==> src/rtl/nseq_pkg.sv <==
package nseq_pkg;

    localparam logic [7:0] OP_PTR_LO    = 8'h00;
    localparam logic [7:0] OP_PTR_HI    = 8'h01;
    localparam logic [7:0] OP_PTR_SPARE = 8'h50;
    localparam logic [7:0] OP_LOAD      = 8'h80;
    localparam logic [7:0] OP_PROG      = 8'h10;
    localparam logic [7:0] OP_ERASE_A   = 8'h60;
    localparam logic [7:0] OP_ERASE_B   = 8'hD0;
    localparam logic [7:0] OP_STATUS    = 8'h70;
    localparam logic [7:0] OP_RESET     = 8'hFF;

    localparam int STATUS_RDY_BIT = 6;
    localparam int HALF_PAGE      = 256;

    typedef enum logic [3:0] {
        S_IDLE, S_PTR, S_CMD, S_COL, S_PG0, S_PG1, S_PG2,
        S_POST, S_WAIT_RB, S_DELAY, S_ST_CMD, S_ST_RD, S_DONE
    } seq_state_e;

    typedef enum logic [1:0] {
        POL_NONE,
        POL_RB,
        POL_DELAY,
        POL_POLL
    } wait_pol_e;

    // Lines presented with one beat to the byte-transfer engine
    typedef struct packed {
        logic       valid;
        logic       rd;
        logic       cle;
        logic       ale;
        logic [7:0] data;
    } beat_t;

    function automatic wait_pol_e pick_policy(input logic [7:0] op, input logic rb_present);
        wait_pol_e p;
        case (op)
            OP_LOAD, OP_PROG, OP_ERASE_A, OP_ERASE_B, OP_STATUS: p = POL_NONE;
            OP_RESET: p = rb_present ? POL_RB : POL_POLL;
            default:  p = rb_present ? POL_RB : POL_DELAY;
        endcase
        return p;
    endfunction

    function automatic logic is_cmd_state(input seq_state_e s);
        return (s == S_PTR) || (s == S_CMD) || (s == S_ST_CMD);
    endfunction

    function automatic logic is_addr_state(input seq_state_e s);
        return (s == S_COL) || (s == S_PG0) || (s == S_PG1) || (s == S_PG2);
    endfunction

endpackage

==> src/rtl/nseq_pointer.sv <==
module nseq_pointer
    import nseq_pkg::*;
#(
    parameter int COL_W      = 10,
    parameter int PAGE_BYTES = 512
) (
    input  logic [COL_W-1:0] col,
    input  logic             col_vld,
    input  logic             is_load,
    output logic [7:0]       ptr_op,
    output logic [7:0]       col_byte
);

    localparam logic [COL_W-1:0] DATA_END = COL_W'(PAGE_BYTES);
    localparam logic [COL_W-1:0] HALF_END = COL_W'(HALF_PAGE);

    logic [COL_W-1:0] rebased;

    always_comb begin
        ptr_op  = OP_PTR_LO;
        rebased = col;
        if (is_load && col_vld) begin
            if (col >= DATA_END) begin
                ptr_op  = OP_PTR_SPARE;
                rebased = col - DATA_END;
            end else if (col >= HALF_END) begin
                ptr_op  = OP_PTR_HI;
                rebased = col - HALF_END;
            end
        end
    end

    assign col_byte = rebased[7:0];

    logic unused_rebased_hi;
    assign unused_rebased_hi = ^rebased;

endmodule

==> src/rtl/nseq_delay.sv <==
module nseq_delay #(
    parameter int DELAY_CYC = 5000
) (
    input  logic clk,
    input  logic rst,
    input  logic start,
    output logic expired
);

    generate
        if (DELAY_CYC == 0) begin : g_none
            logic unused_start;
            assign unused_start = start ^ clk ^ rst;
            assign expired = 1'b1;
        end else begin : g_count
            localparam int CW = $clog2(DELAY_CYC + 1);
            logic [CW-1:0] cnt;
            always_ff @(posedge clk) begin
                if (rst) begin
                    cnt <= '0;
                end else if (start) begin
                    cnt <= CW'(DELAY_CYC);
                end else if (cnt != '0) begin
                    cnt <= cnt - 1'b1;
                end
            end
            assign expired = (cnt == '0);
        end
    endgenerate

endmodule

==> src/rtl/nseq_fsm.sv <==
module nseq_fsm
    import nseq_pkg::*;
#(
    parameter int COL_W  = 10,
    parameter int PAGE_W = 20
) (
    input  logic              clk,
    input  logic              rst,
    input  logic              req_valid,
    output logic              req_ready,
    input  logic [7:0]        req_cmd,
    input  logic [COL_W-1:0]  req_col,
    input  logic              req_col_vld,
    input  logic [PAGE_W-1:0] req_page,
    input  logic              req_page_vld,
    input  logic              req_big_dev,
    input  logic              req_rb_present,
    input  logic              rb_ready,
    output logic [COL_W-1:0]  col_q,
    output logic              col_vld_q,
    output logic              is_load,
    input  logic [7:0]        ptr_op,
    input  logic [7:0]        col_byte,
    output logic              dly_start,
    input  logic              dly_expired,
    output beat_t             beat,
    input  logic              xfer_done,
    input  logic [7:0]        xfer_rdata,
    output logic              wr_unprot,
    output logic              done
);

    localparam int PE_W = (PAGE_W > 20) ? PAGE_W : 20;

    seq_state_e        state;
    logic [7:0]        cmd_q;
    logic [PAGE_W-1:0] page_q;
    logic              page_vld_q;
    logic              big_q;
    logic              rbp_q;
    wait_pol_e         pol;
    logic [PE_W-1:0]   page_ext;

    assign page_ext = PE_W'(page_q);
    assign pol      = pick_policy(cmd_q, rbp_q);
    assign is_load  = (cmd_q == OP_LOAD);

    always_ff @(posedge clk) begin
        if (rst) begin
            state      <= S_IDLE;
            cmd_q      <= '0;
            col_q      <= '0;
            col_vld_q  <= 1'b0;
            page_q     <= '0;
            page_vld_q <= 1'b0;
            big_q      <= 1'b0;
            rbp_q      <= 1'b0;
            wr_unprot  <= 1'b0;
        end else begin
            case (state)
                S_IDLE: begin
                    if (req_valid) begin
                        cmd_q      <= req_cmd;
                        col_q      <= req_col;
                        col_vld_q  <= req_col_vld;
                        page_q     <= req_page;
                        page_vld_q <= req_page_vld;
                        big_q      <= req_big_dev;
                        rbp_q      <= req_rb_present;
                        state      <= (req_cmd == OP_LOAD) ? S_PTR : S_CMD;
                    end
                end
                S_PTR: if (xfer_done) state <= S_CMD;
                S_CMD: begin
                    if (xfer_done) begin
                        if (col_vld_q)       state <= S_COL;
                        else if (page_vld_q) state <= S_PG0;
                        else                 state <= S_POST;
                    end
                end
                S_COL: if (xfer_done) state <= page_vld_q ? S_PG0 : S_POST;
                S_PG0: if (xfer_done) state <= S_PG1;
                S_PG1: if (xfer_done) state <= big_q ? S_PG2 : S_POST;
                S_PG2: if (xfer_done) state <= S_POST;
                S_POST: begin
                    if (cmd_q == OP_LOAD)      wr_unprot <= 1'b1;
                    else if (cmd_q == OP_PROG) wr_unprot <= 1'b0;
                    case (pol)
                        POL_RB:    state <= S_WAIT_RB;
                        POL_DELAY: state <= S_DELAY;
                        POL_POLL:  state <= S_ST_CMD;
                        default:   state <= S_DONE;
                    endcase
                end
                S_WAIT_RB: if (rb_ready)    state <= S_DONE;
                S_DELAY:   if (dly_expired) state <= S_DONE;
                S_ST_CMD:  if (xfer_done)   state <= S_ST_RD;
                S_ST_RD: begin
                    if (xfer_done && xfer_rdata[STATUS_RDY_BIT]) state <= S_DONE;
                end
                S_DONE:  state <= S_IDLE;
                default: state <= S_IDLE;
            endcase
        end
    end

    // Beat presented for the current state
    always_comb begin
        beat       = '0;
        beat.cle   = is_cmd_state(state);
        beat.ale   = is_addr_state(state);
        beat.rd    = (state == S_ST_RD);
        beat.valid = beat.cle | beat.ale | beat.rd;
        case (state)
            S_PTR:    beat.data = ptr_op;
            S_CMD:    beat.data = cmd_q;
            S_COL:    beat.data = col_byte;
            S_PG0:    beat.data = page_ext[7:0];
            S_PG1:    beat.data = page_ext[15:8];
            S_PG2:    beat.data = {4'b0000, page_ext[19:16]};
            S_ST_CMD: beat.data = OP_STATUS;
            default:  beat.data = 8'h00;
        endcase
    end

    assign dly_start = (state == S_POST) && (pol == POL_DELAY);
    assign req_ready = (state == S_IDLE);
    assign done      = (state == S_DONE);

    logic unused_fsm;
    assign unused_fsm = ^{xfer_rdata, page_ext};

endmodule

==> src/rtl/nand_cmd_seq.sv <==
module nand_cmd_seq
    import nseq_pkg::*;
#(
    parameter int COL_W      = 10,
    parameter int PAGE_W     = 20,
    parameter int PAGE_BYTES = 512,
    parameter int CLK_MHZ    = 250,
    parameter int DELAY_US   = 20
) (
    input  logic              clk,
    input  logic              rst,
    input  logic              req_valid,
    output logic              req_ready,
    input  logic [7:0]        req_cmd,
    input  logic [COL_W-1:0]  req_col,
    input  logic              req_col_vld,
    input  logic [PAGE_W-1:0] req_page,
    input  logic              req_page_vld,
    input  logic              req_big_dev,
    input  logic              req_rb_present,
    input  logic              rb_ready,
    output logic              xfer_valid,
    output logic              xfer_rd,
    output logic [7:0]        xfer_wdata,
    output logic              xfer_cle,
    output logic              xfer_ale,
    input  logic              xfer_done,
    input  logic [7:0]        xfer_rdata,
    output logic              wr_unprot,
    output logic              done
);

    localparam int DELAY_CYC = CLK_MHZ * DELAY_US;

    logic [COL_W-1:0] col_q;
    logic             col_vld_q;
    logic             is_load;
    logic [7:0]       ptr_op;
    logic [7:0]       col_byte;
    logic             dly_start;
    logic             dly_expired;
    beat_t            beat;

    nseq_pointer #(
        .COL_W      (COL_W),
        .PAGE_BYTES (PAGE_BYTES)
    ) u_ptr (
        .col      (col_q),
        .col_vld  (col_vld_q),
        .is_load  (is_load),
        .ptr_op   (ptr_op),
        .col_byte (col_byte)
    );

    nseq_delay #(
        .DELAY_CYC (DELAY_CYC)
    ) u_dly (
        .clk     (clk),
        .rst     (rst),
        .start   (dly_start),
        .expired (dly_expired)
    );

    nseq_fsm #(
        .COL_W  (COL_W),
        .PAGE_W (PAGE_W)
    ) u_fsm (
        .clk            (clk),
        .rst            (rst),
        .req_valid      (req_valid),
        .req_ready      (req_ready),
        .req_cmd        (req_cmd),
        .req_col        (req_col),
        .req_col_vld    (req_col_vld),
        .req_page       (req_page),
        .req_page_vld   (req_page_vld),
        .req_big_dev    (req_big_dev),
        .req_rb_present (req_rb_present),
        .rb_ready       (rb_ready),
        .col_q          (col_q),
        .col_vld_q      (col_vld_q),
        .is_load        (is_load),
        .ptr_op         (ptr_op),
        .col_byte       (col_byte),
        .dly_start      (dly_start),
        .dly_expired    (dly_expired),
        .beat           (beat),
        .xfer_done      (xfer_done),
        .xfer_rdata     (xfer_rdata),
        .wr_unprot      (wr_unprot),
        .done           (done)
    );

    assign xfer_valid = beat.valid;
    assign xfer_rd    = beat.rd;
    assign xfer_cle   = beat.cle;
    assign xfer_ale   = beat.ale;
    assign xfer_wdata = beat.data;

endmodule

==> config.mk <==
export PLATFORM = sky130hd
export DESIGN_NAME = nand_cmd_seq
export DESIGN_NICKNAME = d
export VERILOG_FILES = /design/src/rtl/nseq_pkg.sv /design/src/rtl/nseq_pointer.sv /design/src/rtl/nseq_delay.sv /design/src/rtl/nseq_fsm.sv /design/src/rtl/nand_cmd_seq.sv
export SDC_FILE = /design/constraint.sdc
export NUM_CORES = 1
export LEC_CHECK = 0
export ABC_CLOCK_PERIOD_IN_PS = 3500
export BUFFER_PORTS_ARGS = -buffer_cell sky130_fd_sc_hd__buf_2
export CAP_MARGIN = 0
export CELL_PAD_IN_SITES_DETAIL_PLACEMENT = 0
export CELL_PAD_IN_SITES_GLOBAL_PLACEMENT = 1
export CORE_ASPECT_RATIO = 0.8
export CORE_UTILIZATION = 42
export CTS_CLUSTER_DIAMETER = 30
export CTS_CLUSTER_SIZE = 10
export DETAILED_ROUTE_END_ITERATION = 10
export GPL_TIMING_DRIVEN = 0
export PLACE_DENSITY = 0.91
export SYNTH_ARGS = -nofsm -noshare
export SYNTH_HDL_FRONTEND = slang
export SYNTH_SLANG_ARGS = --single-unit
==> constraint.sdc <==
create_clock -name clk -period 3.5 [get_ports clk]
set_clock_uncertainty 0.2 [all_clocks]
set_input_delay 0.525 -clock clk [delete_from_list [all_inputs] [get_ports clk]]
set_output_delay 0.525 -clock clk [all_outputs]
set_load 0.02 [all_outputs]
==> results.toml, run 1 <==
[run_status]
outcome = "complete, but fails checks"
violations = "design-rule violations"

[detailed_routing]
drtAntennaViolNets = 0
vias = 3035
wire_per_inst_um = 15.17
avgViaCountPerCell = 5.372
dr.pass1.iters = 8
drc_errors = 5
drt_iter0_drc = 332
routed_wl_um = 8569

[critical_path]
cp-end-kind = "output port"
path_class = "reg -> out"
cp.arrival_ns = 2.33
crit_path_max_fanout = 10
startpoint_type = "register"
worstPathRequired_ns = 2.77
cpMaxStageDelayCell = "dfxtp_1"
cp_cell_sequence = "buf_6 > clkbuf_1 > nand2_1 > nor3_1 > a22oi_1 > o21ai_0 > buf_2"
cpPeakStageDelay_ns = 0.44

[sta]
worst_slew_pin_slew_ns = 0.5968
rsz0062_at_grt = "no"
fin_crit_sh_pct = 87.18
fin_setup_tns_ns = 0
hold_viol = 0
fmax_mhz = 327.7
fin_crit_ns = 3.051
setup_viol = 0
slew_headroom_pct = 59.66
drv_slew = 0

[grt]
grt_pass1_vias = 2693
grt_max_degree = 11
grtUsageTotal_pct = 23.32
grt_antenna_before_repair = 0
grt_pass1_wl_um = 13650
gr-total-overflow = 0

[yosys]
ys_warn_count = 0
yosysSeqAreaShare_pct = 38.76
synthArstFlopShare_pct = 0
synth-seq-cells = 60
syn_area_per_cell_um2 = 7.729
synth_edf_count = 0
ys.flop_type = "dfxtp_1"
syn_inst = 401
ys_types = 54
syn_nets = 457
synth_area_um2 = 3099

[clocking]
insertion_delay_ns = 0.35
clk_path_buf_depth = 2
numCtsBuffers = 9
hold_buffers = 0
cts_setup_buffers = 0
ctsResizeCount = 0
cts.sinks = 60
path_clk_slew_ns = 0.07
cts_tree = "built"
cts.htree.levels = 3
cts-root-buf = "clkbuf_8"

[power]
power.density_nw_per_um2 = 896.5
irDropWorstVdd_mv = 0.3947
p_seq_share_pct = 31.2
combPwrFrac_pct = 47.2
leakage_nw = 1.527
p_switching_w = 0.001397
intPower_w = 0.001964
switching_share_pct = 41.57
clock_power_share_pct = 21.7

[hold_path]
min_path_type = "in -> reg"

[floorplan]
die_x_um = 98.04
coreArea_um2 = 6993
die_height_um = 78.84
start_util_pct = 44.32
io_pins = 70
num_rows = 27
fp.dieArea_um2 = 7729

[cells_and_area]
layout-drive-gt1-share_pct = 22.18
layout_commonest_cell = "nand2_1"
area_growth_syn_to_layout_pct = 20.95
final_cell_mix = "nand2_1, buf_2, dfxtp_1, a21oi_1, nor2_1"
nets = 529
utilization_pct = 53.61
n_antenna_cell = 0

[placement]
dp_hpwl_um = 6461
place_congestion = 0.9129
portBuffers = 61

[run]
maxCapViolCount = 0
cells in the mapped netlist, drive strengths merged (7+ instances only):
master / number / share of area (%)
a21oi: 54 / 8.7
a31oi: 7 / 1.4
buf: 11 / 3.4
clkbuf: 18 / 3.8
dfxtp: 60 / 39
inv: 8 / 0.97
nand2: 104 / 13
nand2b: 7 / 1.4
nand3: 8 / 1.5
nor2: 23 / 2.8
nor3: 8 / 1.3
nor4: 8 / 1.6
o21ai: 9 / 1.5
xor2: 7 / 2.0
power by group through the flow:
stage,registers [W],clock network (W),logic (W)
detailed placement,0.00106,0,0.00157
CTS,0.00104,0.000743,0.00157
floorplan,0.000999,0,0.00121
global route,0.00107,0.000768,0.00176
global placement,0.00105,0,0.00154
finish,0.00105,0.000728,0.00159
final cells by class:
class                      instances  area [µm²]
timing repair buffer              61       305.3
inverter                           8       30.03
clock inverter                     4       70.07
tap                               87       108.9
buffer                            29       221.5
fill                             705        3244
clock buffer                      12       165.2
multi-input combinational        304        1647
sequential                        60        1201
sequential cells by signal, indices dropped and copies added, names as in the netlist:
name / flops
u_fsm.col_q: 10
u_fsm.cmd_q: 8
u_fsm.rbp_q: 1
u_fsm.page_ext: 20
u_fsm.big_q: 1
u_fsm.wr_unprot: 1
u_fsm.col_vld_q: 1
u_fsm.page_vld_q: 1
u_dly.g_count.cnt: 13
u_fsm.state: 4
per-stage QoR:
stage / instances / hold WS (ns) / instance area, µm² / power, W / setup slack (ns)
2_1_floorplan: 401 / 0.2315 / 3099 / 0.002212 / 1.248
3_3_place_gp: 549 / 0.2453 / 3513 / 0.002585 / 0.8688
3_5_place_dp: 549 / 0.2473 / 3513 / 0.002622 / 0.8537
4_1_cts: 565 / 0.1901 / 3749 / 0.003360 / 0.4698
5_1_grt: 565 / 0.1929 / 3749 / 0.003595 / 0.2849
6_report: 565 / 0.2054 / 3749 / 0.003361 / 0.4487
worst max-delay path: cells and delay by family (launching register included):
family | cells | cell delay [ns]
AO/OA/AOI/OAI | 2 | 0.22
buffers and inverters | 3 | 0.82
flip-flops | 1 | 0.44
AND/OR/NAND/NOR | 2 | 0.50
cell families (layout without fill, tap and decap cells):
group | count (synthesis) | count (layout) | share of synthesized area [%]
DFF | 60 | 60 | 38.76
buffers and inverters | 37 | 114 | 8.115
adders and majority gates | 1 | 1 | 0.4036
xor gates and xnor gates | 8 | 8 | 2.261
muxes | 7 | 7 | 2.301
AOI/OAI and AO/OA | 93 | 93 | 17.80
and+or+nand+nor | 195 | 195 | 30.36
routing by layer:
layer / global-route usage (%) / up-vias / part of all wire (%)
met3: 5.546 / 16 / 8.6
met1: 33.73 / 1353 / 50
li1: - / 1540 / -
met4: 9.545 / 0 / 1.8
met2: 32.89 / 126 / 40
met5: 0 / - / 0
path summary, 6_finish.rpt:
path                        start           endpoint  slack (ns)  cells after the start
max                u_fsm.state[1]      xfer_wdata[2]        0.45                      7
min                   req_page[1]  u_fsm.page_ext[1]        0.21                      3
max reg2reg  u_dly.g_count.cnt[0]     u_fsm.state[0]        1.31                      7
min reg2reg     u_fsm.page_ext[5]  u_fsm.page_ext[5]        0.26                      2
(Power assumes the default switching activity.)
==> inputs of run 2 (changes only) <==
==> constraint.sdc (replaced) <==
create_clock -name clk -period 3.5 [get_ports clk]
set_clock_uncertainty 0.2 [all_clocks]
set_input_delay 0.175 -clock clk [delete_from_list [all_inputs] [get_ports clk]]
set_output_delay 0.175 -clock clk [all_outputs]
set_load 0.02 [all_outputs]
==> results.toml, run 2 (same netlist as run 1, synthesis figures left out) <==
[run_status]
outcome = "complete, but fails checks"
violations = "design-rule violations"

[critical_path]
worst_r2r_endpoint = "u_fsm.state[0]"
cp.arrival_ns = 2.30
crit_buf_inv = 3
cp-end-kind = "output port"
worstPathRequired_ns = 3.12
cp_top_family = "simple AND/OR/NAND/NOR gates"
cpPeakStageDelay_ns = 0.36
crit_path_frequent_cell = "buf_2"
path_class = "reg -> out"
cpMaxStageDelayCell = "dfxtp_1"
r2r_start = "u_dly.g_count.cnt[0]"
r2r_cells = 7
startpoint_type = "register"
crit_path_max_fanout = 10
r2r_slack_ns = 1.31
endpoint = "xfer_wdata[0]"
critical_path_cell_count = 8
crit_path_start = "u_fsm.state[0]"
cp_cell_sequence = "clkbuf_8 > buf_2 > nor2b_1 > nand4_1 > nor4_1 > a31oi_1 > o21ai_0 > buf_2"

[sta]
fmax_mhz = 374.0
slew_headroom_pct = 57.76
fin_setup_tns_ns = 0
setup_viol = 0
holdWs_ns = 0.1278
hold_viol = 0
fin_crit_sh_pct = 76.39
drv_slew = 0
worst_slew_pin_slew_ns = 0.6336
rsz0062_at_grt = "no"
fin_crit_ns = 2.674

[clocking]
numCtsBuffers = 9
ctsResizeCount = 0
path_clk_slew_ns = 0.06
insertion_delay_ns = 0.35
clk_path_buf_depth = 2
cts_tree = "built"
cts-root-buf = "clkbuf_8"
cts.htree.levels = 3
cts.sinks = 60

[floorplan]
start_util_pct = 44.32
fp.dieArea_um2 = 7729
die_x_um = 98.04
die_height_um = 78.84
io_pins = 70
num_rows = 27
coreArea_um2 = 6993

[cells_and_area]
utilization_pct = 59.76
nets = 572
largest_reg_flops = 20
area_growth_syn_to_layout_pct = 34.84
final_cell_mix = "nand2_1, buf_2, dfxtp_1, a21oi_1, dlygate4sd3_1"
n_antenna_cell = 0
fillers = 655
final_cells = 608
multi_input_area_um2 = 1647
seqCellArea_um2 = 1201
layout-drive-gt1-share_pct = 20.35
layout_commonest_cell = "nand2_1"

[grt]
grt_max_degree = 11
grt_pass1_wl_um = 14770
grtUsageTotal_pct = 25.15
gr-total-overflow = 0
grt_antenna_before_repair = 0
grt_pass1_vias = 2989

[detailed_routing]
avgViaCountPerCell = 5.280
routed_wl_um = 9276
drtAntennaViolNets = 0
drc_errors = 5
drt_iter0_drc = 332
dr.pass1.iters = 8
vias = 3210
wire_per_inst_um = 15.26

[power]
power.density_nw_per_um2 = 815.0
leakage_nw = 1.707
irDropWorstVdd_mv = 0.4034
finalPower_w = 0.003406

[placement]
portBuffers = 61
place_congestion = 0.9129
dp.cells = 549
dp_hpwl_um = 6461

[run]
maxCapViolCount = 0

[hold_path]
min_path_type = "in -> reg"
hold_path_depth = 4
[run 2: worst min path at each step]
stage | startpoint | to | slack [ns]
3_3_place_gp | req_page[2] | u_fsm.page_ext[2] | 0.22
2_1_floorplan | req_col[7] | u_fsm.col_q[7] | 0.11
6_report | xfer_done | u_fsm.state[2] | 0.13
4_1_cts | xfer_done | u_fsm.state[0] | 0.11
3_5_place_dp | req_page[1] | u_fsm.page_ext[1] | 0.22
5_1_grt | req_valid | u_fsm.col_q[0] | 0.13
[run 2: per-layer routing]
| metal | vias up | GRT usage [%] | share of wire [%] |
|---|---|---|---|
| met4 | 0 | 9.545 | 1.5 |
| met2 | 114 | 38.94 | 43 |
| met1 | 1461 | 34.17 | 48 |
| li1 | 1623 | - | - |
| met5 | - | 0 | 0 |
| met3 | 12 | 5.634 | 7.2 |
[run 2: worst reg2reg max path, stage by stage, from the launching register on]
cell and delay [ns]:
dfxtp_1 0.33, inv_1 0.06, ha_1 0.23, nor4b_4 0.38
nand3_1 0.34, nand4_1 0.25, nand4_1 0.14, o22ai_1 0.18
[run 2: report_power, final]
part           internal, W  leakage, nW  switching [W]  total, W
Combinational     0.000665         1.09       0.000963   0.00163
Clock             0.000457        0.122       0.000275  0.000731
Sequential        0.000874        0.492       0.000173   0.00105
[run 2: final cells by class]
cell class | instances | area share, %
multi-input combinational | 304 | 39.40
sequential | 60 | 28.74
timing repair buffer | 104 | 17.60
buffer | 29 | 5.299
clock buffer | 12 | 3.952
tap | 87 | 2.605
clock inverter | 4 | 1.677
inverter | 8 | 0.7186
[run 2: repair_timing]
action	4_1_cts	5_1_grt
hold buffers	43	0
hold endpoints to repair	45	0
setup buffers	0	0
[run 2: through the flow]
step	setup slack (ns)	instance area, µm²
global placement	1.219	3513
floorplan	1.598	3099
finish	0.8262	4179
detailed placement	1.204	3513
CTS	0.8198	4179
global route	0.6516	4179
==> inputs of run 3 (changes only) <==
--- a/config.mk
+++ b/config.mk
@@ -5,18 +5,18 @@
 export SDC_FILE = /design/constraint.sdc
 export NUM_CORES = 1
 export LEC_CHECK = 0
-export ABC_CLOCK_PERIOD_IN_PS = 3500
+export ABC_CLOCK_PERIOD_IN_PS = 2300
 export BUFFER_PORTS_ARGS = -buffer_cell sky130_fd_sc_hd__buf_2
 export CAP_MARGIN = 0
 export CELL_PAD_IN_SITES_DETAIL_PLACEMENT = 0
 export CELL_PAD_IN_SITES_GLOBAL_PLACEMENT = 1
 export CORE_ASPECT_RATIO = 0.8
-export CORE_UTILIZATION = 42
+export CORE_UTILIZATION = 35
 export CTS_CLUSTER_DIAMETER = 30
 export CTS_CLUSTER_SIZE = 10
 export DETAILED_ROUTE_END_ITERATION = 10
 export GPL_TIMING_DRIVEN = 0
-export PLACE_DENSITY = 0.91
+export PLACE_DENSITY = 0.81
 export SYNTH_ARGS = -nofsm -noshare
 export SYNTH_HDL_FRONTEND = slang
 export SYNTH_SLANG_ARGS = --single-unit
==> constraint.sdc (replaced) <==
create_clock -name clk -period 2.3 [get_ports clk]
set_clock_uncertainty 0.2 [all_clocks]
set_input_delay 0.115 -clock clk [delete_from_list [all_inputs] [get_ports clk]]
set_output_delay 0.115 -clock clk [all_outputs]
set_load 0.02 [all_outputs]
==> results.toml, run 3 (same netlist as run 1, synthesis figures left out) <==
[sta]
fin_ws_ns = 0.03347
fin_setup_tns_ns = 0
setup_viol = 0
fin_crit_ns = 2.267
drv_slew = 0
fin_crit_sh_pct = 98.54
rsz0062_at_grt = "yes"
fmax_mhz = 441.2
holdWs_ns = 0.03487
slew_headroom_pct = 55.18
worst_slew_pin_slew_ns = 0.6723
hold_viol = 0

[power]
finalPower_w = 0.005279
leakage_nw = 1.758
power.density_nw_per_um2 = 1213
irDropWorstVdd_mv = 0.5528

[placement]
place_congestion = 0.8432
pre_cts_slack_ns = 0.05608
dp_hpwl_um = 6802
portBuffers = 61

[floorplan]
start_util_pct = 36.37
die_x_um = 107.2
die_height_um = 86.17
fp.dieArea_um2 = 9237
io_pins = 70
num_rows = 30
coreArea_um2 = 8521

[critical_path]
path_class = "reg -> out"
crit_path_max_fanout = 4
startpoint_type = "register"
cp.arrival_ns = 1.95
cp-end-kind = "output port"
worstPathRequired_ns = 1.99

[cells_and_area]
largest_reg_flops = 20
final_cell_mix = "nand2_1, buf_2, dfxtp_1, a21oi_1, dlygate4sd3_1"
multi_input_area_um2 = 1725
fillers = 845
seqCellArea_um2 = 1211
n_antenna_cell = 0
nets = 578
layout-drive-gt1-share_pct = 25.24
layout_commonest_cell = "nand2_1"
area_growth_syn_to_layout_pct = 40.37

[run_status]
outcome = "complete, no violations"

[detailed_routing]
routed_wl_um = 9782
vias = 3367
avgViaCountPerCell = 5.269
drc_errors = 0
dr.pass1.iters = 5
drt_iter0_drc = 237
drtAntennaViolNets = 0
wire_per_inst_um = 15.31

[hold_path]
min_path_type = "in -> reg"

[clocking]
cts-root-buf = "clkbuf_8"
numCtsBuffers = 9
path_clk_slew_ns = 0.08
insertion_delay_ns = 0.35
cts_tree = "built"
cts.htree.levels = 3
clk_path_buf_depth = 2
cts.sinks = 60

[grt]
grt_antenna_before_repair = 0
grt_max_degree = 13
gr-total-overflow = 0
busiest_layer = "met2"
use_met2_pct = 32.90
grt_pass1_wl_um = 15590
grtUsageTotal_pct = 22.25
gr-usage-met1_pct = 31.87
grt_use_met3_pct = 5.851
grt_pass1_vias = 3077

[run]
maxCapViolCount = 0
-- run 3: where the power goes --
part | switching (W) | total (W) | leakage, nW | internal [W]
Clock | 0.000464 | 0.000969 | 0.0958 | 0.000505
Sequential | 0.000278 | 0.00161 | 0.494 | 0.00134
Combinational | 0.00155 | 0.00270 | 1.17 | 0.00115
-- run 3: area by class of cell --
type / instances / share of cell area [%]
Multi-Input combinational cell: 304 / 39.66
Sequential cell: 60 / 27.84
Timing Repair Buffer: 111 / 18.46
Buffer: 28 / 5.522
Tap cell: 112 / 3.221
Clock buffer: 9 / 2.847
Clock inverter: 7 / 1.754
Inverter: 8 / 0.6903
-- run 3: timing repair --
item,in CTS,in global routing
gates resized for setup,13,26
cloned,0,0
pin swaps,3,3
endpoints found under the setup margin,10,11
hold endpoints to repair,45,0
hold buffers,43,0
setup buffers,5,2
-- run 3: critical path, cell delays in order, from the launching register on --
cell and delay, ns:
dfxtp_4 0.35, or4_4 0.56, nor4_4 0.25, a31oi_1 0.15, o21ai_1 0.13, buf_4 0.17
-- run 3: through the flow --
stage | utilization [%] | area, µm² | cells
6_report | 51.06 | 4350 | 639
2_1_floorplan | - | 3099 | 401
5_1_grt | 51.06 | 4350 | 639
4_1_cts | 49.93 | 4254 | 637
3_3_place_gp | 41.60 | 3545 | 574
3_5_place_dp | 41.60 | 3545 | 574
-- run 3: metal layers --
| metal | vias to the layer above | routed length [µm] |
|---|---|---|
| met5 | - | 0 |
| met4 | 0 | 136 |
| met3 | 18 | 740 |
| met2 | 140 | 4251 |
| met1 | 1570 | 4654 |
| li1 | 1639 | - |
-- run 3: final timing paths --
| kind | startpoint | to | slack, ns | cells past startpoint |
|---|---|---|---|---|
| worst max register to register | u_fsm.state[0] | u_dly.g_count.cnt[6] | 0.16 | 7 |
| worst max-delay path | u_fsm.cmd_q[1] | xfer_wdata[0] | 0.03 | 5 |
| worst min register to register | u_fsm.page_ext[13] | u_fsm.page_ext[13] | 0.25 | 2 |
| worst min-delay path | req_valid | u_fsm.col_q[0] | 0.03 | 4 |
